**config.mk**
```make
export PLATFORM = sky130hd
export DESIGN_NAME = hz_ctrl
export DESIGN_NICKNAME = d
export VERILOG_FILES = /design/src/rtl/hz_pkg.sv /design/src/rtl/hz_loaduse.sv /design/src/rtl/hz_redirect.sv /design/src/rtl/hz_ctrl.sv
export SDC_FILE = /design/constraint.sdc
export NUM_CORES = 1
export LEC_CHECK = 0
export ABC_AREA = 1
export CORE_MARGIN = 3
export CORE_UTILIZATION = 67
export CTS_BUF_LIST = sky130_fd_sc_hd__clkbuf_16
export DETAILED_ROUTE_END_ITERATION = 8
export DONT_BUFFER_PORTS = 1
export PLACE_DENSITY = 0.83
export SLEW_MARGIN = 20
export SYNTH_ARGS = -nofsm -noshare
export SYNTH_HDL_FRONTEND = slang
export SYNTH_SLANG_ARGS = --single-unit
```
**constraint.sdc**
```tcl
create_clock -name clk -period 2.9 [get_ports clk]
set_input_delay 0.725 -clock clk [delete_from_list [all_inputs] [get_ports clk]]
set_output_delay 0.725 -clock clk [all_outputs]
set_load 0.02 [all_outputs]
```
**src/rtl/hz_pkg.sv**
```systemverilog
package hz_pkg;
  localparam int NSTAGE = 6;
  localparam int ST_F1  = 0;
  localparam int ST_F2  = 1;
  localparam int ST_DEC = 2;
  localparam int ST_EX  = 3;
  localparam int ST_MA  = 4;
  localparam int ST_WB  = 5;

  typedef enum logic [1:0] {
    PC_SEQ   = 2'd0,
    PC_HOLD  = 2'd1,
    PC_REDIR = 2'd2
  } pc_sel_e;
endpackage

```
**src/rtl/hz_loaduse.sv**
```systemverilog
module hz_loaduse #(
  parameter int REG_AW = 5,
  parameter int NSRC   = 2
) (
  input  logic              ex_valid,
  input  logic              ex_is_load,
  input  logic [REG_AW-1:0] ex_rd,
  input  logic              dec_valid,
  input  logic [REG_AW-1:0] dec_rs [NSRC],
  output logic              hazard
);
  logic [NSRC-1:0] match;

  for (genvar s = 0; s < NSRC; s++) begin : g_src
    assign match[s] = (dec_rs[s] == ex_rd);
  end

  assign hazard = ex_valid && ex_is_load && (ex_rd != '0) && dec_valid && (|match);
endmodule

```
**src/rtl/hz_redirect.sv**
```systemverilog
module hz_redirect #(
  parameter int XLEN    = 32,
  parameter int WORD_AW = 12
) (
  input  logic            clk,
  input  logic            rst,
  input  logic            mem_wait,
  input  logic            ex_valid,
  input  logic            ex_redirect,
  input  logic [XLEN-1:0] ex_target,
  output logic            apply,
  output logic [XLEN-1:0] target,
  output logic            fetch_fault
);
  localparam int LIM_BIT = WORD_AW + 2;

  logic            pend_q;
  logic [XLEN-1:0] pend_tgt_q;
  logic            fault_q;
  logic            req_now;
  logic            bad_tgt;

  assign req_now = ex_valid && ex_redirect;
  assign apply   = !mem_wait && (pend_q || req_now);
  assign target  = pend_q ? pend_tgt_q : ex_target;

  generate
    if (LIM_BIT < XLEN) begin : g_lim
      assign bad_tgt = (target[1:0] != 2'b00) || (target[XLEN-1:LIM_BIT] != '0);
    end else begin : g_nolim
      assign bad_tgt = (target[1:0] != 2'b00);
    end
  endgenerate

  always_ff @(posedge clk) begin
    if (rst) begin
      pend_q     <= 1'b0;
      pend_tgt_q <= '0;
      fault_q    <= 1'b0;
    end else begin
      if (mem_wait && req_now) begin
        pend_q     <= 1'b1;
        pend_tgt_q <= ex_target;
      end else if (!mem_wait) begin
        pend_q <= 1'b0;
      end
      if (apply && bad_tgt) fault_q <= 1'b1;
      else if (!mem_wait)   fault_q <= 1'b0;
    end
  end

  assign fetch_fault = fault_q;
endmodule

```
**src/rtl/hz_ctrl.sv**
```systemverilog
module hz_ctrl
  import hz_pkg::*;
#(
  parameter int XLEN    = 32,
  parameter int WORD_AW = 12,
  parameter int REG_AW  = 5
) (
  input  logic              clk,
  input  logic              rst,
  input  logic [5:0]        stage_valid,
  input  logic              ex_is_load,
  input  logic [REG_AW-1:0] ex_rd,
  input  logic [REG_AW-1:0] dec_rs1,
  input  logic [REG_AW-1:0] dec_rs2,
  input  logic              ex_redirect,
  input  logic [XLEN-1:0]   ex_target,
  input  logic              mem_wait,
  output logic [5:0]        stall,
  output logic [5:0]        flush,
  output logic [1:0]        pc_sel,
  output logic [XLEN-1:0]   redirect_pc,
  output logic              fetch_fault
);
  logic              lu_hit;
  logic              lu_eff;
  logic              redir_apply;
  logic [REG_AW-1:0] rs_vec [2];

  assign rs_vec[0] = dec_rs1;
  assign rs_vec[1] = dec_rs2;

  hz_loaduse #(.REG_AW(REG_AW), .NSRC(2)) u_lu (
    .ex_valid   (stage_valid[ST_EX]),
    .ex_is_load (ex_is_load),
    .ex_rd      (ex_rd),
    .dec_valid  (stage_valid[ST_DEC]),
    .dec_rs     (rs_vec),
    .hazard     (lu_hit)
  );

  hz_redirect #(.XLEN(XLEN), .WORD_AW(WORD_AW)) u_rd (
    .clk         (clk),
    .rst         (rst),
    .mem_wait    (mem_wait),
    .ex_valid    (stage_valid[ST_EX]),
    .ex_redirect (ex_redirect),
    .ex_target   (ex_target),
    .apply       (redir_apply),
    .target      (redirect_pc),
    .fetch_fault (fetch_fault)
  );

  assign lu_eff = lu_hit && !redir_apply && !mem_wait;

  for (genvar i = 0; i < NSTAGE; i++) begin : g_stage
    if (i <= ST_DEC) begin : g_front
      assign stall[i] = mem_wait || lu_eff;
      assign flush[i] = redir_apply;
    end else if (i == ST_EX) begin : g_ex
      assign stall[i] = mem_wait;
      assign flush[i] = lu_eff;
    end else begin : g_back
      assign stall[i] = mem_wait;
      assign flush[i] = 1'b0;
    end
  end

  always_comb begin
    if (redir_apply)             pc_sel = PC_REDIR;
    else if (mem_wait || lu_eff) pc_sel = PC_HOLD;
    else                         pc_sel = PC_SEQ;
  end
endmodule

```
# Word-level counts from Yosys, hierarchy flattened
# Index checks and enable logic that the tools add are counted.
[totals]
reg_bits = 34
input_bits = 58
out_inout_bits = 47
elab_cells = 32
[op_classes]
n_eq_ne = 4
muxes = 6
reduce_logical = 19
[op_table]
columns = ["operator", "count"]
rows = [
  ["$mux 32", 1],
  ["$reduce_bool 18->1", 1],
  ["$eq 5x5->1", 2],
  ["$logic_and 1x1->1", 10],
  ["$reduce_bool 5->1", 1],
  ["$mux 1", 4],
  ["$ne 2x1->1 const B", 2],
  ["$logic_or 1x1->1", 3],
  ["$logic_not 1->1", 2],
  ["$mux 2", 1],
  ["$reduce_bool 2->1", 1],
  ["$reduce_or 2->1", 1],
]

# Depth between registers and ports, before layout
# Gate-level depths: netlist (run 1).
[logic_depth]
word_depth = 9
ltp_mapped = 10
depth_no_buf = 9

# Hierarchy
# From an unflattened synthesis (run 1), not the netlist that was laid out.
[unflattened]
cells_unflattened = 321
area_unflattened_um2 = 2026.9
[modules_own_cells]
columns = ["module", "n_inst", "cells_per_inst", "area_per_inst_um2", "seq_area_each_um2"]
rows = [
  ["hz_redirect", 1, 258, 1701.6, 680.7],
  ["hz_loaduse", 1, 45, 198.9, 0.0],
  ["hz_ctrl", 1, 18, 126.4, 0.0],
]

# Least setup slack after synthesis (run 1)
# OpenSTA, ideal clock, no wires.
[synth_path]
path_type = "input to output"
start = "in ex_redirect"
end = "out stall[1]"
arrival_ns = 1.545
t_required_ns = 2.175
setup_slack_ns = 0.630
path_stages = 8
n_path_buf = 1
cell_sequence = "nand2_1 -> nand2_1 -> nand2_1 -> nand4_1 -> a21oi_1 -> nand2_1 -> nand2_1 -> buf_4"
[synth_via]
elab_chain_cells = 7
[synth_lines]
columns = ["item", "line_no", "rtl"]
rows = [
  ["from (decl)", "hz_ctrl.sv:15", "input logic ex_redirect,"],
  ["$logic_and 1x1->1", "hz_redirect.sv:23", "assign req_now = ex_valid && ex_redirect;"],
  ["$logic_or 1x1->1", "hz_redirect.sv:24", "assign apply = !mem_wait && (pend_q || req_now);"],
  ["$logic_and 1x1->1", "hz_redirect.sv:24", ""],
  ["$logic_not 1->1", "hz_ctrl.sv:53", "assign lu_eff = lu_hit && !redir_apply && !mem_wait;"],
  ["$logic_and 1x1->1 (2 in series)", "hz_ctrl.sv:53", ""],
  ["$logic_or 1x1->1", "-", ""],
  ["to (decl)", "hz_ctrl.sv:18", "output logic [5:0] stall,"],
]
# No other way between the ends.

# Final worst setup path (run 1)
[layout_path]
start = "in ex_redirect"
end = "out flush[3]"
[layout_via]
elab_chain_cells = 6
[layout_lines]
columns = ["item", "line_no", "rtl"]
rows = [
  ["$logic_and 1x1->1", "hz_redirect.sv:23", ""],
  ["$logic_or 1x1->1", "hz_redirect.sv:24", ""],
  ["$logic_and 1x1->1", "hz_redirect.sv:24", ""],
  ["$logic_not 1->1", "hz_ctrl.sv:53", ""],
  ["$logic_and 1x1->1 (2 in series)", "hz_ctrl.sv:53", ""],
  ["to (decl)", "hz_ctrl.sv:19", "output logic [5:0] flush,"],
]
# No other way between the ends.

==> flow_summary.json, run 1 <==
{
  "fin_crit_sh": 0.778,
  "drv_slew": 0,
  "cts-root-buf": "clkbuf_16",
  "reg2reg_slack_ns": 1.37,
  "core_mm2": 0.00259,
  "whs_path_depth": 2,
  "start_util": 0.730,
  "rr_endpoint": "u_rd.fetch_fault",
  "num_rows": 18,
  "hold_end": "u_rd.pend_tgt_q[22]",
  "critPathMaxFanout": 3,
  "placed_area_mm2": 0.00192,
  "io_pins": 105,
  "synthCells": 297,
  "port_buffers": 0,
  "die_area_mm2": 0.00350,
  "skew_ns": 0.00384,
  "timing.fmax_mhz": 443,
  "grt_pass1_wl_um": 6310,
  "cp-start-kind": "primary input",
  "cts_tree": "yes",
  "ant_nets": 0,
  "die_x_um": 59.1,
  "syn_area_mm2": 0.00189,
  "reg2reg_from": "u_rd.pend_q",
  "end_kind": "output pin",
  "clock_power_share": 0.407,
  "post_cts_buffers": 0,
  "ys_seq_area_frac": 0.360,
  "via_count": 1706,
  "areaGrowthSynthToFinish_pct": 8.40,
  "arrival_ns": 1.53,
  "via_per_inst": 5.25,
  "p_switching_mw": 0.313,
  "multi_input_area_um2": 910,
  "comb_power_share": 0.166,
  "status": "finished clean",
  "setup_slack_ns": 0.645,
  "wire_per_inst_um": 12.0,
  "place_inst": 318,
  "cts_resized": 0,
  "worst_slew_pin_slew_ns": 0.987,
  "cts_buffers": 5,
  "fillers": 210,
  "dieHeight_um": 59.1,
  "clock-sinks": 34,
  "finalSetupTns_ns": 0,
  "rsz0062_at_grt": "false",
  "finalWirelength_um": 3910,
  "crit_type": "primary input to output pin",
  "grt_max_degree": 65,
  "h-tree-depth": 2,
  "drcViolationCount": 0,
  "diodes": 0,
  "first_iter_violations": 117,
  "setup_viol": 0,
  "internal_power_mw": 0.861,
  "worstSkewPairLatency_ns": 0.27,
  "relSlewSlack": 0.341,
  "gp_congestion": 0.754,
  "drive_above_1_share": 0.0814,
  "syn_avg_cell_area_um2": 6.37,
  "antenna_found_initial": 0,
  "first_pass_iters": 4,
  "grt_usage": 0.234,
  "fin_util": 0.792,
  "grt_pass1_vias": 1521,
  "synth.yosys.warnings": 0,
  "synth_cell_type_count": 19,
  "grt-ovfl-total": 0,
  "worstPathRequired_ns": 2.17,
  "r2r_cells": 10,
  "final_area_mm2": 0.00205,
  "p_leak_nw": 0.932,
  "hold_violations": 0,
  "register_area_um2": 681,
  "fin_cells": 325,
  "min_path_type": "flop to flop",
  "cts_buffer_depth": 2,
  "maxCapViolCount": 0,
  "sequentialPowerShare": 0.428,
  "postCtsHoldBufs": 0,
  "p_sw_frac": 0.267,
  "hpwlAfterDp_um": 2680,
  "irDropWorstVdd_v": 0.000589,
  "dp_slack_ns": 0.628,
  "fin_nets": 353,
  "worstHoldStart": "u_rd.pend_tgt_q[22]",
  "min_period_ns": 2.25,
  "pwr_density_cell_mw_per_mm2": 573,
  "synth-seq-cells": 34,
  "cts.reportedPaths.clkPinSlew_ns": 0.05
}
critical path, stage by stage:
cell and delay [ns]:
nand2_1 0.04, nand2_1 0.05, nand2_1 0.10, nand4_1 0.08, a21oi_1 0.12, nand2_1 0.09
nor2_1 0.32
worst max path at each step:
stage / slack [ns] / to / start / depth (start not counted)
after floorplan: 0.63 / stall[1] / ex_redirect / 8
after detailed placement: 0.63 / flush[3] / ex_redirect / 7
after global routing: 0.49 / flush[3] / ex_redirect / 7
after global placement: 0.64 / flush[3] / ex_redirect / 7
after CTS: 0.62 / flush[3] / ex_redirect / 7
final: 0.65 / flush[3] / ex_redirect / 7
synth_stat cells:
cell type,count,area share
nor3_1,1,0.0026
xnor2_1,2,0.0093
conb_1,1,0.0020
and3_1,1,0.0033
buf_4,13,0.052
nand3_1,5,0.013
nor2_1,18,0.036
buf_2,2,0.0053
buf_6,1,0.0060
clkbuf_1,10,0.020
inv_1,39,0.077
dfxtp_1,34,0.36
a21oi_1,33,0.087
o21ai_0,49,0.13
inv_2,1,0.0020
nand4_1,1,0.0033
xor2_1,8,0.037
nand2_1,77,0.15
buf_1,1,0.0020
cells in the final DEF, fill, tap and decap left out, types with 2 or more instances in the layout:
cell / instances
nand2_1: 77
o21ai_0: 49
inv_1: 41
dfxtp_1: 34
a21oi_1: 33
nor2_1: 18
buf_4: 16
xor2_1: 8
clkbuf_16: 5
nand3_1: 4
xnor2_1: 2
conb_1: 2
per-stage QoR:
step	total power [mW]	hold slack (ns)
detailed placement	0.706	0.438
CTS	1.18	0.445
global route	1.23	0.457
floorplan	0.679	0.424
global placement	0.703	0.433
finish	1.17	0.444
layer usage:
layer	wire [um]	part of all wire	vias up	global-route usage
met3	431	0.11	5	0.0937
li1	-	-	909	-
met5	0	0	-	0
met4	44	0.011	0	0.0680
met2	1760	0.45	69	0.388
met1	1670	0.43	723	0.279
logic make-up (layout without fill, tap and decap cells):
| kind of cell | count (synthesis) | count (layout) | synth area share |
|---|---|---|---|
| other | 1 | 2 | 0.00198 |
| xor gates and xnor gates | 10 | 10 | 0.0463 |
| DFF | 34 | 34 | 0.360 |
| buffers and inverters | 67 | 64 | 0.164 |
| AOI/OAI and AO/OA | 82 | 82 | 0.217 |
| and+or+nand+nor | 103 | 103 | 0.211 |
final cells by class:
type                       count  area share
tap                           30      0.0183
multi-input combinational    197       0.444
clock inverter                 2     0.00366
inverter                      40      0.0732
timing repair buffer          17      0.0683
sequential                    34       0.332
clock buffer                   5      0.0610
state kept, by name, summed over array words and instances, names as in the netlist:
signal	flops
u_rd.fetch_fault	1
u_rd.pend_q	1
u_rd.pend_tgt_q	32
power by group through the flow:
stage | registers, mW | clock network [mW] | logic, mW
6_report | 0.502 | 0.477 | 0.195
5_1_grt | 0.504 | 0.506 | 0.219
4_1_cts | 0.502 | 0.485 | 0.196
3_5_place_dp | 0.511 | 0 | 0.195
3_3_place_gp | 0.510 | 0 | 0.192
2_1_floorplan | 0.510 | 0 | 0.169
No activity file was read; power rests on OpenSTA's default activity.
==> run 2, diff against run 1 <==
Settings changed: ABC_AREA 1 to 0, CORE_UTILIZATION 67 to 56, PLACE_DENSITY 0.83 to 0.74.
Clock period 2.9 ns to 2 ns, I/O delays scaled along.
==> run 2 against run 1 <==
  * Register-to-register slack worse by 1.0 ns
  * Worst hold slack got worse by 0.15 ns
  * Utilization fell by 14 points
  * Area after synthesis grew 3.5%
  * Cell count fell by 17%
  * Total power rose by 43%
  * Synthesized cell count shrank 20%
  * Clock-buffer cell count unchanged
  * Clock skew up 0.0013 ns
==> flow_summary.json, run 2 <==
{
  "syn_avg_cell_area_um2": 8.23,
  "worstPathRequired_ns": 1.50,
  "ys_seq_area_frac": 0.348,
  "synth-main-ff-cell": "dfxtp_1",
  "fin_nets": 284,
  "clock-sinks": 34,
  "synth.yosys.warnings": 0,
  "diodes": 0,
  "core_mm2": 0.00320,
  "place_inst": 263,
  "synthCells": 238,
  "synth.most_common_cell": "nand2_1",
  "register_area_um2": 682,
  "cts-root-buf": "clkbuf_16",
  "grt_usage": 0.210,
  "cp-start-kind": "flop",
  "setup_viol": 0,
  "fin_util": 0.652,
  "final_common_cell": "nand2_1",
  "grt_pass1_vias": 1493,
  "regMostFlops": "u_rd.pend_tgt_q",
  "multi_input_area_mm2": 0.00114,
  "r2r_cells": 5,
  "pwr_density_cell_mw_per_mm2": 806,
  "synth-edff-count": 0,
  "startpoint": "u_rd.pend_q",
  "dp_slack_ns": 0.0980,
  "drive_above_1_share": 0.233,
  "via_per_inst": 5.65,
  "ys_top_cells_by_count": "nand2_1 (64), a21oi_1 (35), dfxtp_1 (34)",
  "die_x_um": 65.1,
  "hold_violations": 0,
  "areaGrowthSynthToFinish_pct": 6.65,
  "fin_cells": 271,
  "via_count": 1531,
  "finalSetupTns_ns": 0,
  "worstSkewPairLatency_ns": 0.27,
  "h-tree-depth": 2,
  "fillers": 308,
  "rr_endpoint": "u_rd.fetch_fault",
  "irDropWorstVdd_v": 0.000457,
  "end_kind": "output pin",
  "reg2reg_from": "u_rd.pend_q",
  "async_flop_share": 0,
  "setup_slack_ns": 0.119,
  "crit_end": "stall[0]",
  "postCtsHoldBufs": 0,
  "p_leak_nw": 0.734,
  "cts.reportedPaths.clkPinSlew_ns": 0.06,
  "first_iter_violations": 84,
  "comb_power_share": 0.146,
  "total_power_mw": 1.68,
  "cts_tree": "yes",
  "status": "finished clean",
  "grt_pass1_wl_um": 6910,
  "num_rows": 20,
  "port_buffers": 0,
  "die_area_mm2": 0.00424,
  "gp_congestion": 0.685,
  "cts_buffers": 5,
  "timing.fmax_mhz": 532,
  "synth_cell_type_count": 30,
  "ant_nets": 0,
  "hpwlAfterDp_um": 3170,
  "drv_slew": 0,
  "layout_common_cells": "nand2_1 (64), a21oi_1 (34), dfxtp_1 (33), mux2_2 (31), xor2_1 (10)",
  "antenna_found_initial": 0,
  "dieHeight_um": 65.1,
  "synth_top_cell_by_area": "dfxtp_1",
  "wire_per_inst_um": 16.1,
  "critPathMaxFanout": 3,
  "skew_ns": 0.00512,
  "finalWirelength_um": 4370,
  "drcViolationCount": 0,
  "rsz0062_at_grt": "false",
  "min_path_type": "primary input to flop",
  "p_sw_frac": 0.257,
  "clock_power_share": 0.427,
  "first_pass_iters": 4,
  "synth_top_cell_area_share": 0.348,
  "p_switching_mw": 0.432,
  "syn_area_mm2": 0.00196,
  "yosys-top-cells-area": "dfxtp_1 (35%), mux2_2 (18%), nand2_1 (12%), a21oi_1 (8.9%), buf_4 (4.6%)",
  "cts_buffer_depth": 2,
  "start_util": 0.611,
  "io_pins": 105,
  "synth-seq-cells": 34,
  "crit_type": "flop to output pin",
  "largest_reg_flops": 32,
  "fin_crit_sh": 0.941,
  "sequentialPowerShare": 0.426,
  "internal_power_mw": 1.25,
  "grt_max_degree": 35,
  "reg2reg_slack_ns": 0.35,
  "maxCapViolCount": 0,
  "grt-ovfl-total": 0,
  "arrival_ns": 1.38,
  "min_period_ns": 1.88
}
==> run 2: cell count changes in the layout (fill, tap and decap cells not counted), moves of 4 or more <==
| cell | before | now |
|---|---|---|
| o21ai_0 | 49 | 0 |
| inv_1 | 41 | 1 |
| mux2_2 | 0 | 31 |
| nand2_1 | 77 | 64 |
| nor2_1 | 18 | 5 |
| buf_4 | 16 | 7 |
| nor3_1 | 1 | 5 |
| or4_1 | 0 | 4 |
==> run 2: metal layers <==
metal,part of all wire,global-route usage,vias up
met2,0.50,0.358,59
met4,0.0059,0.0622,0
met5,0,0,-
met3,0.076,0.0735,2
met1,0.41,0.250,693
li1,-,-,777
==> run 2: cells by family after synthesis <==
group	share of synthesized area
AND/OR/NAND/NOR	0.194
buffers and inverters	0.0856
other	0.00192
XOR/XNOR	0.0447
flip-flops	0.348
multiplexers	0.186
AO/OA/AOI/OAI	0.140
==> run 2: area by class of cell <==
cell class | count | share of cell area
clock buffer | 5 | 0.0599
multi-input combinational | 177 | 0.544
clock inverter | 3 | 0.00839
tap | 44 | 0.0264
timing repair buffer | 8 | 0.0348
sequential | 34 | 0.327
==> run 2: worst min-delay path by stage <==
stage	cells past startpoint	startpoint	endpoint	slack, ns
after floorplan	2	u_rd.pend_tgt_q[10]	u_rd.pend_tgt_q[10]	0.43
after global placement	2	u_rd.pend_tgt_q[13]	u_rd.pend_tgt_q[13]	0.43
after detailed placement	2	u_rd.pend_tgt_q[5]	u_rd.pend_tgt_q[5]	0.44
after CTS	1	rst	u_rd.pend_tgt_q[5]	0.29
after global routing	1	rst	u_rd.pend_tgt_q[4]	0.28
final	1	rst	u_rd.pend_tgt_q[5]	0.29
==> run 2: repair_timing <==
item,CTS,global route
resized for setup,0,2
buffers inserted,0,0
setup endpoints to repair,0,5
==> run 2: worst max-delay path: stages (launching register included) <==
cell and delay [ns]:
dfxtp_2 0.33, a21oi_2 0.14, nor2_2 0.05, a211o_1 0.28, o21bai_4 0.16, buf_12 0.16
==> run 2: power by group through the flow <==
| stage | clock network, mW | logic, mW | registers (mW) |
|---|---|---|---|
| 6_report | 0.719 | 0.246 | 0.717 |
| 5_1_grt | 0.770 | 0.265 | 0.720 |
| 3_3_place_gp | 0 | 0.242 | 0.730 |
| 3_5_place_dp | 0 | 0.246 | 0.731 |
| 4_1_cts | 0.734 | 0.247 | 0.717 |
| 2_1_floorplan | 0 | 0.247 | 0.727 |
==> run 2: per-stage QoR <==
step	hold WS, ns	cell area [um2]
global placement	0.434	1940
floorplan	0.433	1970
finish	0.290	2090
CTS	0.286	2080
detailed placement	0.441	1940
global route	0.278	2090
